**config.mk**
```make
export PLATFORM = sky130hd
export DESIGN_NAME = daFirFilter
export DESIGN_NICKNAME = d
export VERILOG_FILES = /design/src/rtl/daFirPkg.sv /design/src/rtl/daTable.sv /design/src/rtl/daControl.sv /design/src/rtl/daDatapath.sv /design/src/rtl/daFirFilter.sv
export SDC_FILE = /design/constraint.sdc
export NUM_CORES = 1
export LEC_CHECK = 0
export CAP_MARGIN = 20
export CORE_ASPECT_RATIO = 0.6
export CORE_MARGIN = 4
export CORE_UTILIZATION = 63
export DETAILED_ROUTE_END_ITERATION = 16
export GPL_TIMING_DRIVEN = 0
export PLACE_DENSITY = 0.81
export SYNTH_ARGS = -nofsm -noshare
export SYNTH_HDL_FRONTEND = slang
export SYNTH_SLANG_ARGS = --single-unit
```
**constraint.sdc**
```tcl
create_clock -name clk -period 9.15 [get_ports clk]
set_clock_uncertainty 0.2 [all_clocks]
set_input_delay 1.83 -clock clk [delete_from_list [all_inputs] [get_ports clk]]
set_output_delay 1.83 -clock clk [all_outputs]
set_load 0.02 [all_outputs]
```
**src/rtl/daFirPkg.sv**
```systemverilog
package daFirPkg;

  // Strobes from the sequencer to the datapath
  typedef struct packed {
    logic load;   // a sample is accepted this edge
    logic step;   // one bit slice is consumed this edge
    logic first;  // step works on the lowest slice
    logic last;   // step works on the slice holding the sign bit
  } daStrobes_t;

endpackage

```
**src/rtl/daTable.sv**
```systemverilog
module daTable #(
  parameter int COEF_W    = 8,
  parameter int NUM_TAPS  = 8,
  parameter int PART_TAPS = 3,
  parameter int BASE      = 0,
  parameter logic [NUM_TAPS*COEF_W-1:0] COEFS = '0,
  parameter int LUT_W     = COEF_W + $clog2(PART_TAPS) + 1
) (
  input  logic [PART_TAPS-1:0]    addr,
  output logic signed [LUT_W-1:0] entry
);

  localparam int DEPTH = 1 << PART_TAPS;

  // Sum of the coefficients whose tap bit is set in the address
  function automatic logic signed [LUT_W-1:0] entryFor(input int unsigned a);
    logic signed [LUT_W-1:0] s;
    logic signed [COEF_W-1:0] c;
    s = '0;
    for (int t = 0; t < PART_TAPS; t++) begin
      if (a[t] && (BASE + t < NUM_TAPS)) begin
        c = signed'(COEFS[(BASE + t)*COEF_W +: COEF_W]);
        s = s + LUT_W'(c);
      end
    end
    return s;
  endfunction

  logic signed [LUT_W-1:0] rom [DEPTH];

  for (genvar e = 0; e < DEPTH; e++) begin : gEntry
    assign rom[e] = entryFor(e);
  end

  assign entry = rom[addr];

endmodule

```
**src/rtl/daControl.sv**
```systemverilog
module daControl
  import daFirPkg::*;
#(
  parameter int SLICES = 4
) (
  input  logic       clk,
  input  logic       rstN,
  input  logic       inValid,
  output logic       inReady,
  output daStrobes_t strobes
);

  localparam int CNT_W = (SLICES > 1) ? $clog2(SLICES) : 1;

  logic             busy;
  logic [CNT_W-1:0] sliceCnt;

  assign inReady       = !busy;
  assign strobes.load  = inValid && !busy;
  assign strobes.step  = busy;
  assign strobes.first = busy && (sliceCnt == '0);
  assign strobes.last  = busy && (sliceCnt == CNT_W'(SLICES - 1));

  always_ff @(posedge clk or negedge rstN) begin
    if (!rstN) begin
      busy     <= 1'b0;
      sliceCnt <= '0;
    end else if (strobes.load) begin
      busy     <= 1'b1;
      sliceCnt <= '0;
    end else if (busy) begin
      if (strobes.last) begin
        busy     <= 1'b0;
        sliceCnt <= '0;
      end else begin
        sliceCnt <= sliceCnt + 1'b1;
      end
    end
  end

  AST_SLICE_RANGE: assert property (@(posedge clk) disable iff (!rstN)
    busy |-> (int'(sliceCnt) < SLICES));

  AST_IDLE_COUNT: assert property (@(posedge clk) disable iff (!rstN)
    !busy |-> (sliceCnt == '0));

endmodule

```
**src/rtl/daDatapath.sv**
```systemverilog
module daDatapath
  import daFirPkg::*;
#(
  parameter int DATA_W         = 8,
  parameter int COEF_W         = 8,
  parameter int NUM_TAPS       = 8,
  parameter int PART_TAPS      = 3,
  parameter int BITS_PER_CYCLE = 2,
  parameter logic [NUM_TAPS*COEF_W-1:0] COEFS = '0,
  parameter int OUT_W          = DATA_W + COEF_W + $clog2(NUM_TAPS)
) (
  input  logic                    clk,
  input  logic                    rstN,
  input  daStrobes_t              strobes,
  input  logic [DATA_W-1:0]       inData,
  output logic                    outValid,
  output logic signed [OUT_W-1:0] outData
);

  localparam int NUM_PARTS = (NUM_TAPS + PART_TAPS - 1) / PART_TAPS;
  localparam int LUT_W     = COEF_W + $clog2(PART_TAPS) + 1;
  localparam int ACC_W     = OUT_W + DATA_W + 1;
  localparam int BPC       = BITS_PER_CYCLE;

  logic [DATA_W-1:0] tapLine [NUM_TAPS];  // history, index 0 newest
  logic [DATA_W-1:0] work    [NUM_TAPS];  // copies being sliced

  always_ff @(posedge clk or negedge rstN) begin
    if (!rstN) begin
      for (int k = 0; k < NUM_TAPS; k++) begin
        tapLine[k] <= '0;
        work[k]    <= '0;
      end
    end else if (strobes.load) begin
      tapLine[0] <= inData;
      work[0]    <= inData;
      for (int k = 1; k < NUM_TAPS; k++) begin
        tapLine[k] <= tapLine[k-1];
        work[k]    <= tapLine[k-1];
      end
    end else if (strobes.step) begin
      for (int k = 0; k < NUM_TAPS; k++) begin
        work[k] <= work[k] >> BPC;
      end
    end
  end

  // One table copy per bit lane and per tap group
  logic [PART_TAPS-1:0]    addr  [NUM_PARTS][BPC];
  logic signed [LUT_W-1:0] entry [NUM_PARTS][BPC];

  for (genvar p = 0; p < NUM_PARTS; p++) begin : gPart
    for (genvar b = 0; b < BPC; b++) begin : gLane
      for (genvar t = 0; t < PART_TAPS; t++) begin : gBit
        if (p*PART_TAPS + t < NUM_TAPS) begin : gUsed
          assign addr[p][b][t] = work[p*PART_TAPS + t][b];
        end else begin : gPad
          assign addr[p][b][t] = 1'b0;
        end
      end
      daTable #(
        .COEF_W(COEF_W), .NUM_TAPS(NUM_TAPS), .PART_TAPS(PART_TAPS),
        .BASE(p*PART_TAPS), .COEFS(COEFS), .LUT_W(LUT_W)
      ) uTable (
        .addr(addr[p][b]),
        .entry(entry[p][b])
      );
    end
  end

  logic signed [ACC_W-1:0] cycleSum;
  logic signed [ACC_W-1:0] acc;
  logic signed [ACC_W-1:0] accBase;
  logic signed [ACC_W-1:0] accNext;

  always_comb begin
    logic signed [ACC_W-1:0] lane;
    cycleSum = '0;
    for (int b = 0; b < BPC; b++) begin
      lane = '0;
      for (int p = 0; p < NUM_PARTS; p++) begin
        lane = lane + ACC_W'(entry[p][b]);
      end
      if (strobes.last && (b == BPC - 1)) begin
        lane = -lane;  // sign bit carries negative weight
      end
      cycleSum = cycleSum + (lane <<< b);
    end
  end

  always_comb begin
    if (strobes.first) accBase = '0;
    else               accBase = acc >>> BPC;
    accNext = accBase + (cycleSum <<< (DATA_W - BPC));
  end

  always_ff @(posedge clk or negedge rstN) begin
    if (!rstN) begin
      acc      <= '0;
      outValid <= 1'b0;
      outData  <= '0;
    end else begin
      outValid <= strobes.step && strobes.last;
      if (strobes.step) acc <= accNext;
      if (strobes.step && strobes.last) outData <= accNext[OUT_W-1:0];
    end
  end

  AST_NO_OVERFLOW: assert property (@(posedge clk) disable iff (!rstN)
    (strobes.step && strobes.last) |->
      (accNext[ACC_W-1:OUT_W-1] == '0 || accNext[ACC_W-1:OUT_W-1] == '1));

  AST_NO_LOAD_WHILE_STEP: assert property (@(posedge clk) disable iff (!rstN)
    !(strobes.load && strobes.step));

endmodule

```
**src/rtl/daFirFilter.sv**
```systemverilog
module daFirFilter
  import daFirPkg::*;
#(
  parameter int DATA_W         = 8,
  parameter int COEF_W         = 8,
  parameter int NUM_TAPS       = 8,
  parameter int PART_TAPS      = 3,
  parameter int BITS_PER_CYCLE = 2,
  parameter logic [NUM_TAPS*COEF_W-1:0] COEFS =
    {8'h01, 8'hFD, 8'h40, 8'h80, 8'h7F, 8'h25, 8'hF4, 8'h05},
  parameter int OUT_W          = DATA_W + COEF_W + $clog2(NUM_TAPS)
) (
  input  logic                    clk,
  input  logic                    rstN,
  input  logic                    inValid,
  output logic                    inReady,
  input  logic [DATA_W-1:0]       inData,
  output logic                    outValid,
  output logic signed [OUT_W-1:0] outData
);

  localparam int SLICES = DATA_W / BITS_PER_CYCLE;

  if (PART_TAPS < 1 || PART_TAPS > 12) begin : gBadPart
    $error("PART_TAPS must lie in 1..12");
  end
  if (BITS_PER_CYCLE < 1 || (DATA_W % BITS_PER_CYCLE) != 0) begin : gBadRadix
    $error("BITS_PER_CYCLE must divide DATA_W");
  end

  daStrobes_t strobes;

  daControl #(.SLICES(SLICES)) uControl (
    .clk(clk), .rstN(rstN), .inValid(inValid),
    .inReady(inReady), .strobes(strobes)
  );

  daDatapath #(
    .DATA_W(DATA_W), .COEF_W(COEF_W), .NUM_TAPS(NUM_TAPS),
    .PART_TAPS(PART_TAPS), .BITS_PER_CYCLE(BITS_PER_CYCLE),
    .COEFS(COEFS), .OUT_W(OUT_W)
  ) uDatapath (
    .clk(clk), .rstN(rstN), .strobes(strobes), .inData(inData),
    .outValid(outValid), .outData(outData)
  );

  AST_RESULT_AFTER_LAST: assert property (@(posedge clk) disable iff (!rstN)
    (strobes.step && strobes.last) |=> outValid);

  AST_ACCEPT_GOES_BUSY: assert property (@(posedge clk) disable iff (!rstN)
    (inValid && inReady) |=> (!inReady || outValid));

  AST_READY_WITH_RESULT: assert property (@(posedge clk) disable iff (!rstN)
    outValid |-> inReady);

  AST_OUT_HOLD: assert property (@(posedge clk) disable iff (!rstN)
    !outValid |-> $stable(outData));

endmodule

```
# After elaboration in Yosys (flattened, before gate mapping)
# Memory sizes are Yosys's and may differ from the RTL's.
# Cells that the tools add are included.
[totals]
output_inout_bits = 21
mem_count = 6
reg_bits = 171
wordCells = 76
input_bits = 11
romBits = 528
[memory_table]
columns = ["name", "words", "word_bits", "rd", "rd_ports_with_merged_regs", "write_ports", "line", "source"]
rows = [
  ["(name not given)", 8, 11, 1, 0, 0, "daTable.sv:35", "assign entry = rom[addr];"],
  ["(name not given)", 8, 11, 1, 0, 0, "daTable.sv:35", ""],
  ["(name not given)", 8, 11, 1, 0, 0, "daTable.sv:35", ""],
  ["(name not given)", 8, 11, 1, 0, 0, "daTable.sv:35", ""],
  ["(name not given)", 8, 11, 1, 0, 0, "daTable.sv:35", ""],
  ["(name not given)", 8, 11, 1, 0, 0, "daTable.sv:35", ""],
]
[op_classes]
magnitude_cmp = 6
reduce_logical = 7
n_mux = 22
n_bitwise = 6
addsub = 8
n_eq_ne = 1
[ops]
columns = ["op", "count"]
rows = [
  ["2-to-1 mux 11 bit", 12],
  ["2-to-1 mux 64 bit", 2],
  ["adder 28 bit", 1],
  ["2-to-1 mux 28 bit", 1],
  ["adder 12 x 11 -> 13 bit", 2],
  ["adder 11 x 11 -> 12 bit", 2],
  ["greater-or-equal comparator 4 bit, second input constant", 6],
  ["adder 22 bit", 1],
  ["2-to-1 mux 21 bit", 1],
  ["negator 21 bit", 1],
  ["inverter 3 -> 4 bit", 4],
  ["inverter 2 -> 4 bit", 2],
  ["2-to-1 mux 2 bit", 3],
  ["logical AND 1 bit", 4],
  ["2-to-1 mux 1 bit", 3],
  ["adder 2 x 1 -> 2 bit, second input constant", 1],
  ["equality test 2 bit, second input constant", 1],
  ["logical NOT 2 bit", 1],
  ["nonzero test 2 bit", 1],
  ["logical NOT 1 bit", 1],
]

# Depth between registers and ports, before layout
# Gate-level depths: netlist of run 1.
[logic_depth]
depth_word = 10
depth_mapped = 33
depth_no_buf = 33

# Cells and area by module
# Synthesis of run 1 repeated with hierarchy kept, for this count alone.
[unflattened]
cells_unflattened = 1123
area_unflattened_um2 = 11187.0
[by_module_without_submodules]
columns = ["mod", "area_per_inst_um2", "n_inst", "cells_per_inst", "seq_area_each_um2"]
rows = [
  ["daDatapath", 10386.2, 1, 1021, 4154.0],
  ["daTable (uDatapath.gPart[0].gLane[0].uTable ...)", 120.1, 2, 16, 0.0],
  ["daControl", 181.4, 1, 18, 75.1],
  ["daTable (uDatapath.gPart[2].gLane[0].uTable ...)", 80.1, 2, 10, 0.0],
  ["daTable (uDatapath.gPart[1].gLane[0].uTable)", 111.4, 1, 16, 0.0],
  ["daTable (uDatapath.gPart[1].gLane[1].uTable)", 107.6, 1, 16, 0.0],
]

# Worst setup path after synthesis of run 1
# No wires, ideal clock.
[synth_timing]
path_kind = "register to register"
start = "reg uDatapath.work (netlist bit uDatapath.addr[13])"
end = "reg uDatapath.acc[27]"
path_buffers = 0
arrival_time_ps = 6202
stages_incl_launch_ff = 30
setup_time_ps = 125
required_ps = 8825
synth_period_minus_slack_ps = 6527
setup_slack_ps = 2623
cell_sequence = "dfrtp_1 > inv_1 > ha_1 > xnor2_1 > fa_1 > inv_1 > fa_1 > a211oi_4 > nor4b_2 > nor3b_4 > or3b_4 > nor3b_4 > nor2_1 > xor2_1 > ha_1 > a31oi_1 > o21ai_0 > o21ai_0 > nand2b_1 > xor2_1 > ha_1 > a21oi_1 > nor2b_1 > o21ai_0 > o21ai_0 > a21oi_1 > a41oi_1 > a21oi_1 > xnor3_1 > mux2_4"
[synth_via]
elab_chain_len = 10
[synth_rtl]
columns = ["item", "line", "source"]
rows = [
  ["start, declared", "daDatapath.sv:26", "logic [DATA_W-1:0] work [NUM_TAPS];"],
  ["start signal, assigned by index", "daDatapath.sv:39", "work[k] <= tapLine[k-1];"],
  ["start signal, assigned by index", "daDatapath.sv:43", "work[k] <= work[k] >> BPC;"],
  ["inverter 3 -> 4 bit (not written as such) (*)", "daTable.sv:35", ""],
  ["memory (8 x 11 bit) (*)", "-", ""],
  ["2-to-1 mux 11 bit (not written as such) (*) (2 in a row)", "daTable.sv:35", ""],
  ["adder 11 x 11 -> 12 bit (*)", "daDatapath.sv:82", "lane = lane + ACC_W'(entry[p][b]);"],
  ["adder 12 x 11 -> 13 bit (*)", "daDatapath.sv:82", ""],
  ["negator 21 bit", "daDatapath.sv:85", "lane = -lane;"],
  ["2-to-1 mux 21 bit (*)", "daDatapath.sv:84", "if (strobes.last && (b == BPC - 1)) begin"],
  ["adder 22 bit (*)", "daDatapath.sv:87", "cycleSum = cycleSum + (lane <<< b);"],
  ["adder 28 bit (*)", "daDatapath.sv:94", "accNext = accBase + (cycleSum <<< (DATA_W - BPC));"],
  ["end signal, assigned", "daDatapath.sv:104", "if (strobes.step) acc <= accNext;"],
  ["end, declared", "daDatapath.sv:72", "logic signed [ACC_W-1:0] acc;"],
]
# Every way passes the cells marked *; elsewhere a longest branch is shown, timed or not. The select of a mux whose other input is x is not followed.
# A chain may end at the register's enable or synchronous reset.

# Worst setup path after layout of run 1
[layout_timing]
start = "reg uDatapath.work (netlist bit uDatapath.addr[0])"
end = "reg uDatapath.acc[27]"
[layout_via]
elab_chain_len = 9
[layout_rtl]
columns = ["item", "line"]
rows = [
  ["inverter 2 -> 4 bit (not written as such) (*)", "daTable.sv:35"],
  ["memory (8 x 11 bit) (*)", "-"],
  ["2-to-1 mux 11 bit (not written as such) (*) (2 in a row)", "daTable.sv:35"],
  ["adder 12 x 11 -> 13 bit (*)", "daDatapath.sv:82"],
  ["negator 21 bit", "daDatapath.sv:85"],
  ["2-to-1 mux 21 bit (*)", "daDatapath.sv:84"],
  ["adder 22 bit (*)", "daDatapath.sv:87"],
  ["adder 28 bit (*)", "daDatapath.sv:94"],
]
# Marked as above.

==> results of run 1 <==
[worst register-to-register path: stages (launching register included)]
cell	delay [ns]
sky130_fd_sc_hd__dfrtp_1	0.56
sky130_fd_sc_hd__ha_1	0.33
sky130_fd_sc_hd__fa_1	0.48
sky130_fd_sc_hd__ha_1	0.27
sky130_fd_sc_hd__fa_1	0.46
sky130_fd_sc_hd__a211oi_4	0.36
sky130_fd_sc_hd__nor4b_2	0.11
sky130_fd_sc_hd__nor3b_4	0.27
sky130_fd_sc_hd__or3b_4	0.43
sky130_fd_sc_hd__nor3b_4	0.27
sky130_fd_sc_hd__nor2_1	0.08
sky130_fd_sc_hd__xor2_1	0.17
sky130_fd_sc_hd__ha_1	0.39
sky130_fd_sc_hd__nand3_1	0.10
sky130_fd_sc_hd__o21ai_0	0.40
sky130_fd_sc_hd__o21ai_0	0.14
sky130_fd_sc_hd__nand2b_1	0.10
sky130_fd_sc_hd__xor2_1	0.32
sky130_fd_sc_hd__ha_1	0.36
sky130_fd_sc_hd__a21oi_1	0.22
sky130_fd_sc_hd__nor2b_1	0.18
sky130_fd_sc_hd__o21ai_0	0.09
sky130_fd_sc_hd__o21ai_0	0.07
sky130_fd_sc_hd__a21oi_1	0.09
sky130_fd_sc_hd__a41oi_1	0.33
sky130_fd_sc_hd__a21oi_1	0.14
sky130_fd_sc_hd__xnor3_1	0.38
sky130_fd_sc_hd__mux2_4	0.26
[cell usage in the layout (no fill, tap or decap), types with 3 or more instances in the layout]
master and count:
sky130_fd_sc_hd__dfrtp_1 169, sky130_fd_sc_hd__nand2_1 115, sky130_fd_sc_hd__o21ai_0 88, sky130_fd_sc_hd__ha_1 74, sky130_fd_sc_hd__mux2_2 72, sky130_fd_sc_hd__mux2i_1 65, sky130_fd_sc_hd__inv_1 58, sky130_fd_sc_hd__nor2_1 56
sky130_fd_sc_hd__a21oi_1 40, sky130_fd_sc_hd__xnor2_1 40, sky130_fd_sc_hd__clkbuf_1 32, sky130_fd_sc_hd__clkdlybuf4s50_1 29, sky130_fd_sc_hd__and2_1 22, sky130_fd_sc_hd__fa_1 22, sky130_fd_sc_hd__a21o_1 20, sky130_fd_sc_hd__xor2_1 19
sky130_fd_sc_hd__clkbuf_16 17, sky130_fd_sc_hd__nand3_1 13, sky130_fd_sc_hd__nor3_1 12, sky130_fd_sc_hd__nand2b_1 12, sky130_fd_sc_hd__nor2b_1 8, sky130_fd_sc_hd__a22o_1 7, sky130_fd_sc_hd__o31ai_1 6, sky130_fd_sc_hd__o211ai_1 5
sky130_fd_sc_hd__o21a_1 5, sky130_fd_sc_hd__buf_1 5, sky130_fd_sc_hd__a211oi_1 4, sky130_fd_sc_hd__nand3b_1 4, sky130_fd_sc_hd__nand4_1 4, sky130_fd_sc_hd__a41oi_1 4, sky130_fd_sc_hd__a31oi_1 4, sky130_fd_sc_hd__o21bai_1 4
sky130_fd_sc_hd__o22ai_1 3, sky130_fd_sc_hd__or3_1 3, sky130_fd_sc_hd__inv_8 3, sky130_fd_sc_hd__inv_6 3, sky130_fd_sc_hd__clkinvlp_4 3
[stage by stage]
step	hold slack [ns]	std cells	instance area (um2)	worst slack (ns)	setup TNS (ns)
after floorplan	0.252	1031	10500	2.62	0
after global placement	0.258	1289	11100	-0.840	-137.53
after detailed placement	0.263	1290	11100	1.61	0
after CTS	0.279	1322	11700	1.58	0
after global routing	0.298	1322	11700	0.983	0
final	0.272	1322	11700	1.48	0
[kinds of logic after synthesis]
group,count (synthesis)
flops,169
buf+inv,96
xor+xnor,60
compound gates,207
fa+ha+maj,96
mux,138
simple gates,265
[per-layer routing]
metal / track usage / up-vias / part of all wire
met4: 0.0650 / 0 / 0.011
met1: 0.422 / 3827 / 0.51
met5: 0 / - / 0
met2: 0.367 / 231 / 0.41
met3: 0.0590 / 21 / 0.068
li1: - / 3696 / -
[path summary, 6_finish.rpt]
kind / from / endpoint / slack, ns
max in group asynchronous: rstN / uDatapath.work[58] / 6.73
setup / recovery: uDatapath.addr[0] / uDatapath.acc[27] / 1.48
hold reg to reg: uDatapath.outData[17] / uDatapath.outData[17] / 0.27
setup reg to reg: uDatapath.addr[0] / uDatapath.acc[27] / 1.48
min in group asynchronous: rstN / uDatapath.outData[16] / 1.08
hold / removal: uDatapath.outData[17] / uDatapath.outData[17] / 0.27
[flip-flops by register name (all words and copies together) (netlist names)]
name and flops:
uDatapath.tapLine 56, uControl.sliceCnt 2, uDatapath.outValid 1, uDatapath.acc 26
uDatapath.outData 19, uDatapath.work 48, uDatapath.addr 16, uControl.busy 1
[area by class of cell]
cell class / instances / area (um2) / area share
Buffer: 37 / 139 / 0.0118
Clock buffer: 17 / 425 / 0.0363
Clock inverter: 15 / 164 / 0.0140
Inverter: 59 / 221 / 0.0189
Multi-Input combinational cell: 766 / 5920 / 0.505
Sequential cell: 169 / 4230 / 0.361
Tap cell: 228 / 285 / 0.0243
Timing Repair Buffer: 31 / 333 / 0.0284
==> impl_summary.txt, run 1 <==
----------------------------------------------------
[Status]
  Run status ... finished clean

[Drt]
  Detailed router's first-iteration violation count ... 802
  Number of nets still failing antenna checks after routing ... 0
  Via/cell ratio ... 5.88
  DRC Markers ... 0
  Length of the first detailed-routing pass in iterations ... 5
  Vias ... 7775
  Routed wire per std cell ... 18.1 um
  WL final ... 23.9 mm

[Synthesis]
  Portion of netlist area occupied by mux cells ... 0.140
  Post-synthesis simple-gate area fraction ... 0.120
  Netlist cell types ... 61
  Proportion of netlist area held by the largest area contributor ... 0.402
  Most numerous cell in the Yosys netlist ... sky130_fd_sc_hd__dfrtp_1
  Most instantiated flip-flop cell in the synthesis netlist ... sky130_fd_sc_hd__dfrtp_1
  Combinational family with the most area after synthesis ... multiplexers
  Post-Synthesis Net Count ... 1138
  Synth async-reset ratio ... 1.00
  Cell area after technology mapping ... 10500 um2
  Sequential element share of the synthesized area ... 0.402
  Flip-flop and latch count after synthesis ... 169
  Cell taking the most area after synthesis ... sky130_fd_sc_hd__dfrtp_1
  Leading post-synthesis cells by cell area ... sky130_fd_sc_hd__dfrtp_1 (40%), sky130_fd_sc_hd__ha_1 (8.8%), sky130_fd_sc_hd__mux2_2 (7.7%)
  XOR/XNOR Fraction of Synth Area ... 0.0513
  Warning count from the yosys run ... 0
  Synth Area in Compound Gates ... 0.122
  Leading cell types by count after synthesis ... sky130_fd_sc_hd__dfrtp_1 (169), sky130_fd_sc_hd__nand2_1 (115), sky130_fd_sc_hd__o21ai_0 (88)
  Syn_area_per_cell ... 10.2 um2
  Synthesized instance count ... 1031
  Number of enable-type register cells in the synthesized netlist ... 0
  Post-synthesis adder-cell area fraction ... 0.130

[Finish]
  Final core area utilization ... 0.719
  Number of diodes added for antenna fixing ... 0
  Fraction of final layout cells with drive strength greater than 1 ... 0.108
  Synth-to-Final Area Change ... 11.5%
  Final-layout fill cell count ... 1184
  Post-layout net count ... 1188

[Worst setup path]
  Buffers & Inverters on Critical Path ... 0
  Crit path kind ... reg -> reg
  Data arrival time of the critical path ... 7.79 ns
  CP max-delay cell ... sky130_fd_sc_hd__dfrtp_1
  Highest cell delay on the worst timing path ... 0.56 ns
  Worst Setup End Kind ... flip-flop
  Cell family contributing the most delay on the critical path ... adder cells
  Critical path depth in cells ... 27
  R2r worst-path depth ... 27
  Data required time at the worst endpoint ... 9.27 ns
  Largest fanout on the critical path ... 6
  Worst Setup Start Kind ... flip-flop

[STA]
  Final setup violation count ... 0
  Transition time at the pin with the least slew margin ... 1.09 ns
  Number of hold-slack violations in the final timing report ... 0
  Period minus WS final ... 7.67 ns
  Worst-case headroom to the max-slew limit ... 0.272
  RSZ-0062 raised after global routing ... false
  Post-route fraction of the period consumed by the critical path ... 0.838
  Final number of max-transition violations ... 0
  Maximum achievable frequency ... 130 MHz

[Min path]
  Hold WC Path Type ... reg -> reg
  Hold Path Stages ... 2

[Clocking]
  Maximum level of the CTS H-tree ... 4
  Clock Tree Root ... sky130_fd_sc_hd__clkbuf_16
  Insertion delay to the later sink of the worst-skew pair ... 0.44 ns
  Number of CTS-inserted buffers ... 17
  Post-CTS clock slew at the launch and capture registers of the worst setup and hold paths ... 0.07 ns
  Number of buffers inserted by post-CTS setup repair ... 0
  TritonCTS clock tree ... done
  CTS resizes ... 0
  Hold-fix buffers, CTS ... 0
  Clock sinks ... 169
  Buffer levels on the longest clock path ... 2

[Floorplanning]
  Number of top-level pins ... 32
  Standard-cell row count ... 36
  Starting utilization of the core area ... 0.645
  Area enclosed by the die boundary ... 18900 um2
  Core Area ... 16300 um2
  Die Y-Extent ... 108 um
  Chip width ... 175 um

[Global routing]
  Via count of the first global-routing pass ... 7447
  Overall overflow remaining after global route ... 0
  Total track usage ... 0.265
  Number of antenna violations at the first check in global routing ... 0
  Global-route wire length before repair ... 39.2 mm
  Pin count of the biggest net entering global routing ... 127

[Placed design]
  Detailed placement HPWL ... 17.5 mm
  Total of buffers placed on input and output ports ... 30
  RD Place Congestion ... 0.887

[Job]
  Max-capacitance violation count ... 0

----------------------------------------------------
Power of run 1 is not shown: default switching activity piles up to over one toggle a cycle in this logic, so the estimate is an artifact.
==> run 2, diff against run 1 <==
Clock period 9.15 ns to 7.3 ns, I/O delays scaled along.
==> impl_summary.txt, run 2 (synthesis results as in run 1) <==
----------------------------------------------------
[Floorplanning]
  Die Y-Extent ... 108 um (unchanged)
  Core Area ... 16300 um2 (unchanged)
  Starting utilization of the core area ... 0.645 (unchanged)
  Standard-cell row count ... 36 (unchanged)
  Number of top-level pins ... 32 (unchanged)
  Chip width ... 175 um (unchanged)
  Area enclosed by the die boundary ... 18900 um2 (unchanged)

[STA]
  Total negative setup slack ... 0 ns (unchanged)
  Transition time at the pin with the least slew margin ... 1.10 ns (+0.0128 ns)
  Worst-case headroom to the max-slew limit ... 0.264 (-0.00852)
  Maximum achievable frequency ... 143 MHz (+9.9%)
  Period minus WS final ... 6.98 ns (-0.692 ns)
  Post-route fraction of the period consumed by the critical path ... 0.956 (+0.118)
  Final number of max-transition violations ... 0 (unchanged)
  Number of hold-slack violations in the final timing report ... 0 (unchanged)
  Final setup violation count ... 0 (unchanged)

[Finish]
  Flip-flop count of the largest register, all copies and words added ... 56 (unchanged)
  Final design instance area without fill ... 11900 um2 (+1.7%)
  Largest registers in the final layout ... uDatapath.tapLine x56, uDatapath.work x48, uDatapath.acc x26
  Post-route insts no fill ... 1331 (+0.68%)
  Most common library cell in the layout ignoring fill and taps ... sky130_fd_sc_hd__dfrtp_1
  Fraction of final layout cells with drive strength greater than 1 ... 0.139 (+0.0309)
  Synth-to-Final Area Change ... 13.4%
  Post-layout net count ... 1197 (+0.76%)
  Final-layout fill cell count ... 1156 (-2.4%)
  Largest register by flop count ... uDatapath.tapLine
  Number of diodes added for antenna fixing ... 0 (unchanged)
  Most frequent cells in the layout ... sky130_fd_sc_hd__dfrtp_1 (163), sky130_fd_sc_hd__nand2_1 (115), sky130_fd_sc_hd__o21ai_0 (87)

[Worst setup path]
  CP max-delay cell ... sky130_fd_sc_hd__dfrtp_2
  R2r worst-path depth ... 28 (+3.7%)
  Data required time at the worst endpoint ... 7.42 ns (-1.85 ns)
  Cell family contributing the most delay on the critical path ... adder cells
  Worst Setup End Kind ... flip-flop
  Cell repeated most along the worst path ... sky130_fd_sc_hd__ha_1
  Largest fanout on the critical path ... 7 (+1)
  Data arrival time of the critical path ... 7.10 ns (-0.69 ns)
  Capture point of the worst reg-to-reg path ... uDatapath.acc[27]
  Crit path kind ... reg -> reg
  Reg2Reg Launch Point ... uDatapath.addr[0]
  Reg-to-reg setup timing slack ... 0.32 ns (-1.16 ns)
  Buffers & Inverters on Critical Path ... 2 (+2)
  Worst Setup Start Kind ... flip-flop
  Highest cell delay on the worst timing path ... 0.49 ns (-0.07 ns)

[Clocking]
  Clock Tree Root ... sky130_fd_sc_hd__clkbuf_16
  Number of CTS-inserted buffers ... 17 (unchanged)
  Insertion delay to the later sink of the worst-skew pair ... 0.44 ns (about the same)
  Clock sinks ... 169 (unchanged)
  Buffer levels on the longest clock path ... 2 (unchanged)
  TritonCTS clock tree ... done
  Post-CTS clock slew at the launch and capture registers of the worst setup and hold paths ... 0.07 ns (about the same)
  Hold-fix buffers, CTS ... 0 (unchanged)
  Maximum level of the CTS H-tree ... 4 (unchanged)

[Drt]
  Routed wire per std cell ... 18.1 um (+0.25%)
  DRC Markers ... 0 (unchanged)
  Vias ... 7922 (+1.9%)
  Number of nets still failing antenna checks after routing ... 0 (unchanged)
  Length of the first detailed-routing pass in iterations ... 5 (unchanged)
  Via/cell ratio ... 5.95 (+1.2%)
  WL final ... 24.1 mm (+0.94%)
  Detailed router's first-iteration violation count ... 814 (+1.5%)

[Placed design]
  Detailed placement HPWL ... 17.5 mm (unchanged)
  Total of buffers placed on input and output ports ... 30 (unchanged)
  RD Place Congestion ... 0.887 (unchanged)
  Total placed instance area ... 11100 um2 (unchanged)
  Cells after DPL ... 1290 (unchanged)

[Min path]
  Hold path start ... uDatapath.outData[17]
  Worst min-delay path endpoint ... uDatapath.outData[17]
  Hold WC Path Type ... reg -> reg
  Hold Path Stages ... 2 (unchanged)

[Global routing]
  Overall overflow remaining after global route ... 0 (unchanged)
  Pin count of the biggest net entering global routing ... 127 (unchanged)
  Number of antenna violations at the first check in global routing ... 0 (unchanged)
  Global-route wire length before repair ... 39.2 mm (-0.10%)
  Via count of the first global-routing pass ... 7443 (-0.054%)
  Total track usage ... 0.264 (-0.000519)

[Job]
  Max-capacitance violation count ... 0 (unchanged)

[Status]
  Run status ... finished clean

----------------------------------------------------
-- run 2: cell types whose count changed in the layout (fill, tap and decap cells not counted), sizes merged --
cell      change
buf           +9
clkinvlp      +1
inv           -1
-- run 2: how the worst max path moves through the flow --
stage | start | end | slack, ns | cells after the start
3_5_place_dp | uDatapath.addr[6] | uDatapath.acc[27] | -0.24 | 30
2_1_floorplan | uDatapath.addr[13] | uDatapath.acc[27] | 0.77 | 29
3_3_place_gp | rstN | uDatapath.work[63] | -2.32 | 1
6_report | uDatapath.addr[0] | uDatapath.acc[27] | 0.32 | 28
4_1_cts | uDatapath.addr[13] | uDatapath.acc[27] | 0.007 | 31
5_1_grt | uDatapath.addr[0] | uDatapath.acc[27] | -0.04 | 28
-- run 2: area by class of cell --
class                           instances  area (um2)  share of cell area
Buffer                                 37         139              0.0116
Clock buffer                           17         425              0.0357
Clock inverter                         15         164              0.0137
Inverter                               59         225              0.0189
Multi-Input combinational cell        766        6050               0.507
Sequential cell                       169        4240               0.355
Tap cell                              228         285              0.0239
Timing Repair Buffer                   40         400              0.0336
-- run 2: layer usage --
metal / vias up / share of wire / track usage
li1: 3719 / - / -
met4: 0 / 0.0098 / 0.0650
met5: - / 0 / 0
met3: 17 / 0.067 / 0.0584
met1: 3936 / 0.51 / 0.422
met2: 250 / 0.41 / 0.366
-- run 2: stage by stage --
step	setup WS (ns)	util	hold slack [ns]
after floorplan	0.773	-	0.252
after global placement	-2.32	0.681	0.258
after detailed placement	-0.241	0.683	0.263
after CTS	0.00687	0.721	0.279
after global routing	-0.0387	0.731	0.298
final	0.323	0.731	0.272
-- run 2: tightest hold or removal path: stages, from the launching register on --
cell,delay [ns]
sky130_fd_sc_hd__dfrtp_1,0.34
sky130_fd_sc_hd__nand2_1,0.05
sky130_fd_sc_hd__nand2_1,0.05
-- run 2: timing repair --
| action | 4_1_cts | 5_1_grt |
|---|---|---|
| gates resized for setup | 8 | 21 |
| cloned | 0 | 0 |
| buffers inserted | 0 | 9 |
| pin swaps | 0 | 8 |
| endpoints found under the setup margin | 3 | 3 |
Power of run 2 is left out for the same reason.
==> run 3, diff against run 2 <==
Settings changed: CAP_MARGIN 20 to not set, CORE_UTILIZATION 63 to 65, DONT_BUFFER_PORTS set to 1.
==> impl_summary.txt, run 3 (synthesis results as in run 1) <==
----------------------------------------------------
[Worst setup path]
  Worst Setup Start Kind ... flip-flop
  Worst Setup End Kind ... flip-flop
  Data arrival time of the critical path ... 7.22 ns (+0.12 ns)
  Reg2Reg Launch Point ... uDatapath.addr[13]
  Largest fanout on the critical path ... 4 (-3)
  Highest cell delay on the worst timing path ... 0.49 ns (about the same)
  CP max-delay cell ... sky130_fd_sc_hd__fa_1
  Reg-to-reg setup timing slack ... 0.20 ns (-0.13 ns)
  Capture point of the worst reg-to-reg path ... uDatapath.acc[27]
  Data required time at the worst endpoint ... 7.42 ns (about the same)
  Crit path kind ... reg -> reg
  R2r worst-path depth ... 31 (+11%)

[Min path]
  Hold WC Path Type ... reg -> reg
  Hold path start ... uDatapath.work[36]
  Hold Path Stages ... 2 (unchanged)
  Worst min-delay path endpoint ... uDatapath.work[34]

[Clocking]
  Clock sinks ... 169 (unchanged)
  TritonCTS clock tree ... done
  Clock Tree Root ... sky130_fd_sc_hd__clkbuf_16
  Post-CTS clock slew at the launch and capture registers of the worst setup and hold paths ... 0.07 ns (about the same)
  Number of CTS-inserted buffers ... 17 (unchanged)
  Insertion delay to the later sink of the worst-skew pair ... 0.43 ns (about the same)
  Maximum level of the CTS H-tree ... 4 (unchanged)
  Buffer levels on the longest clock path ... 2 (unchanged)

[Finish]
  Most common library cell in the layout ignoring fill and taps ... sky130_fd_sc_hd__dfrtp_1
  Final-layout fill cell count ... 1088 (-5.9%)
  Most frequent cells in the layout ... sky130_fd_sc_hd__dfrtp_1 (165), sky130_fd_sc_hd__nand2_1 (115), sky130_fd_sc_hd__o21ai_0 (86)
  Post-layout net count ... 1168 (-2.4%)
  Largest register by flop count ... uDatapath.tapLine
  Fraction of final layout cells with drive strength greater than 1 ... 0.142 (+0.00375)
  Multi-input gate area ... 6070 um2 (+0.41%)
  Post-route insts no fill ... 1277 (-4.1%)
  Largest registers in the final layout ... uDatapath.tapLine x56, uDatapath.work x48, uDatapath.acc x26
  Flip-flop count of the largest register, all copies and words added ... 56 (unchanged)
  Area of all sequential standard cells ... 4230 um2 (about the same)
  Synth-to-Final Area Change ... 10.1%
  Number of diodes added for antenna fixing ... 0 (unchanged)

[Drt]
  Length of the first detailed-routing pass in iterations ... 5 (unchanged)
  Number of nets still failing antenna checks after routing ... 0 (unchanged)
  Routed wire per std cell ... 19.1 um (+5.2%)
  Via/cell ratio ... 6.09 (+2.3%)
  Vias ... 7772 (-1.9%)
  Detailed router's first-iteration violation count ... 657 (-19%)
  DRC Markers ... 0 (unchanged)
  WL final ... 24.3 mm (+0.92%)

[Placed design]
  Cells after DPL ... 1234 (-4.3%)
  RD Place Congestion ... 0.938 (+5.9%)
  Total of buffers placed on input and output ports ... 0 (-100%)
  Detailed placement HPWL ... 17.7 mm (+0.93%)
  Setup WS pre-CTS ... -0.366 ns (-0.125 ns)

[STA]
  Maximum achievable frequency ... 141 MHz (-1.8%)
  Post-route fraction of the period consumed by the critical path ... 0.973 (+0.0174)
  Final worst slack ... 0.196 ns (-0.127 ns)
  Hold_ws ... 0.292 ns (+0.0209 ns)
  Number of hold-slack violations in the final timing report ... 0 (unchanged)
  Final number of max-transition violations ... 0 (unchanged)
  Transition time at the pin with the least slew margin ... 1.08 ns (-0.0197 ns)
  Period minus WS final ... 7.10 ns (+0.127 ns)
  Worst-case headroom to the max-slew limit ... 0.277 (+0.0132)
  Final setup violation count ... 0 (unchanged)

[Floorplanning]
  Standard-cell row count ... 35 (-2.8%)
  Core Area ... 15600 um2 (-4.4%)
  Starting utilization of the core area ... 0.674 (+0.0296)
  Area enclosed by the die boundary ... 18300 um2 (-2.9%)
  Chip width ... 172 um (-1.5%)
  Die Y-Extent ... 107 um (-1.4%)
  Number of top-level pins ... 32 (unchanged)

[Global routing]
  Overall overflow remaining after global route ... 0 (unchanged)
  Global-route wire length before repair ... 39.0 mm (-0.35%)
  Pin count of the biggest net entering global routing ... 170 (+34%)
  Total track usage ... 0.271 (+0.00690)
  Number of antenna violations at the first check in global routing ... 0 (unchanged)
  Via count of the first global-routing pass ... 7477 (+0.46%)

[Status]
  Run status ... finished clean

[Job]
  Max-capacitance violation count ... 0 (unchanged)

----------------------------------------------------
==> run 3: critical path: cells and delay by family (launching register included) <==
family                   cells  cell delay [ns]
adder cells (fa/ha/maj)      5             1.71
AND/OR/NAND/NOR              6             0.87
XOR/XNOR                     4             1.04
multiplexers                 1             0.26
AO/OA/AOI/OAI               13             2.34
flip-flops                   1             0.40
buffers and inverters        2             0.14
==> run 3: repair_timing <==
action | CTS | global route
setup buffers | 2 | 9
endpoints found under the setup margin | 3 | 3
pin swaps | 2 | 10
hold buffers | 0 | 0
gates resized for setup | 7 | 26
==> run 3: layout make-up <==
class	count	share of cell area
Buffer	37	0.0120
Clock buffer	18	0.0379
Clock inverter	14	0.0119
Inverter	59	0.0191
Multi-Input combinational cell	766	0.524
Sequential cell	169	0.366
Tap cell	203	0.0219
Timing Repair Buffer	11	0.00713
==> run 3: through the flow <==
step / TNS [ns] / cell area [um2] / util
floorplan: 0 / 10500 / -
global placement: -0.215 / 10800 / 0.691
detailed placement: -0.637 / 10800 / 0.691
CTS: 0 / 11400 / 0.730
global route: -0.0503 / 11600 / 0.743
finish: 0 / 11600 / 0.743
==> run 3: layer usage <==
layer / GRT usage / part of all wire
met1: 0.433 / 0.51
met2: 0.365 / 0.40
met3: 0.0766 / 0.079
met4: 0.0566 / 0.0076
met5: 0 / 0
==> run 3: how the worst max path moves through the flow <==
stage | depth (start not counted) | start | to
6_report | 31 | uDatapath.addr[13] | uDatapath.acc[27]
5_1_grt | 32 | uDatapath.addr[13] | uDatapath.acc[27]
4_1_cts | 30 | uDatapath.addr[13] | uDatapath.acc[27]
3_5_place_dp | 30 | uDatapath.addr[6] | uDatapath.acc[27]
3_3_place_gp | 27 | uDatapath.addr[0] | uDatapath.acc[27]
2_1_floorplan | 29 | uDatapath.addr[13] | uDatapath.acc[27]
Power of run 3 is left out for the same reason.
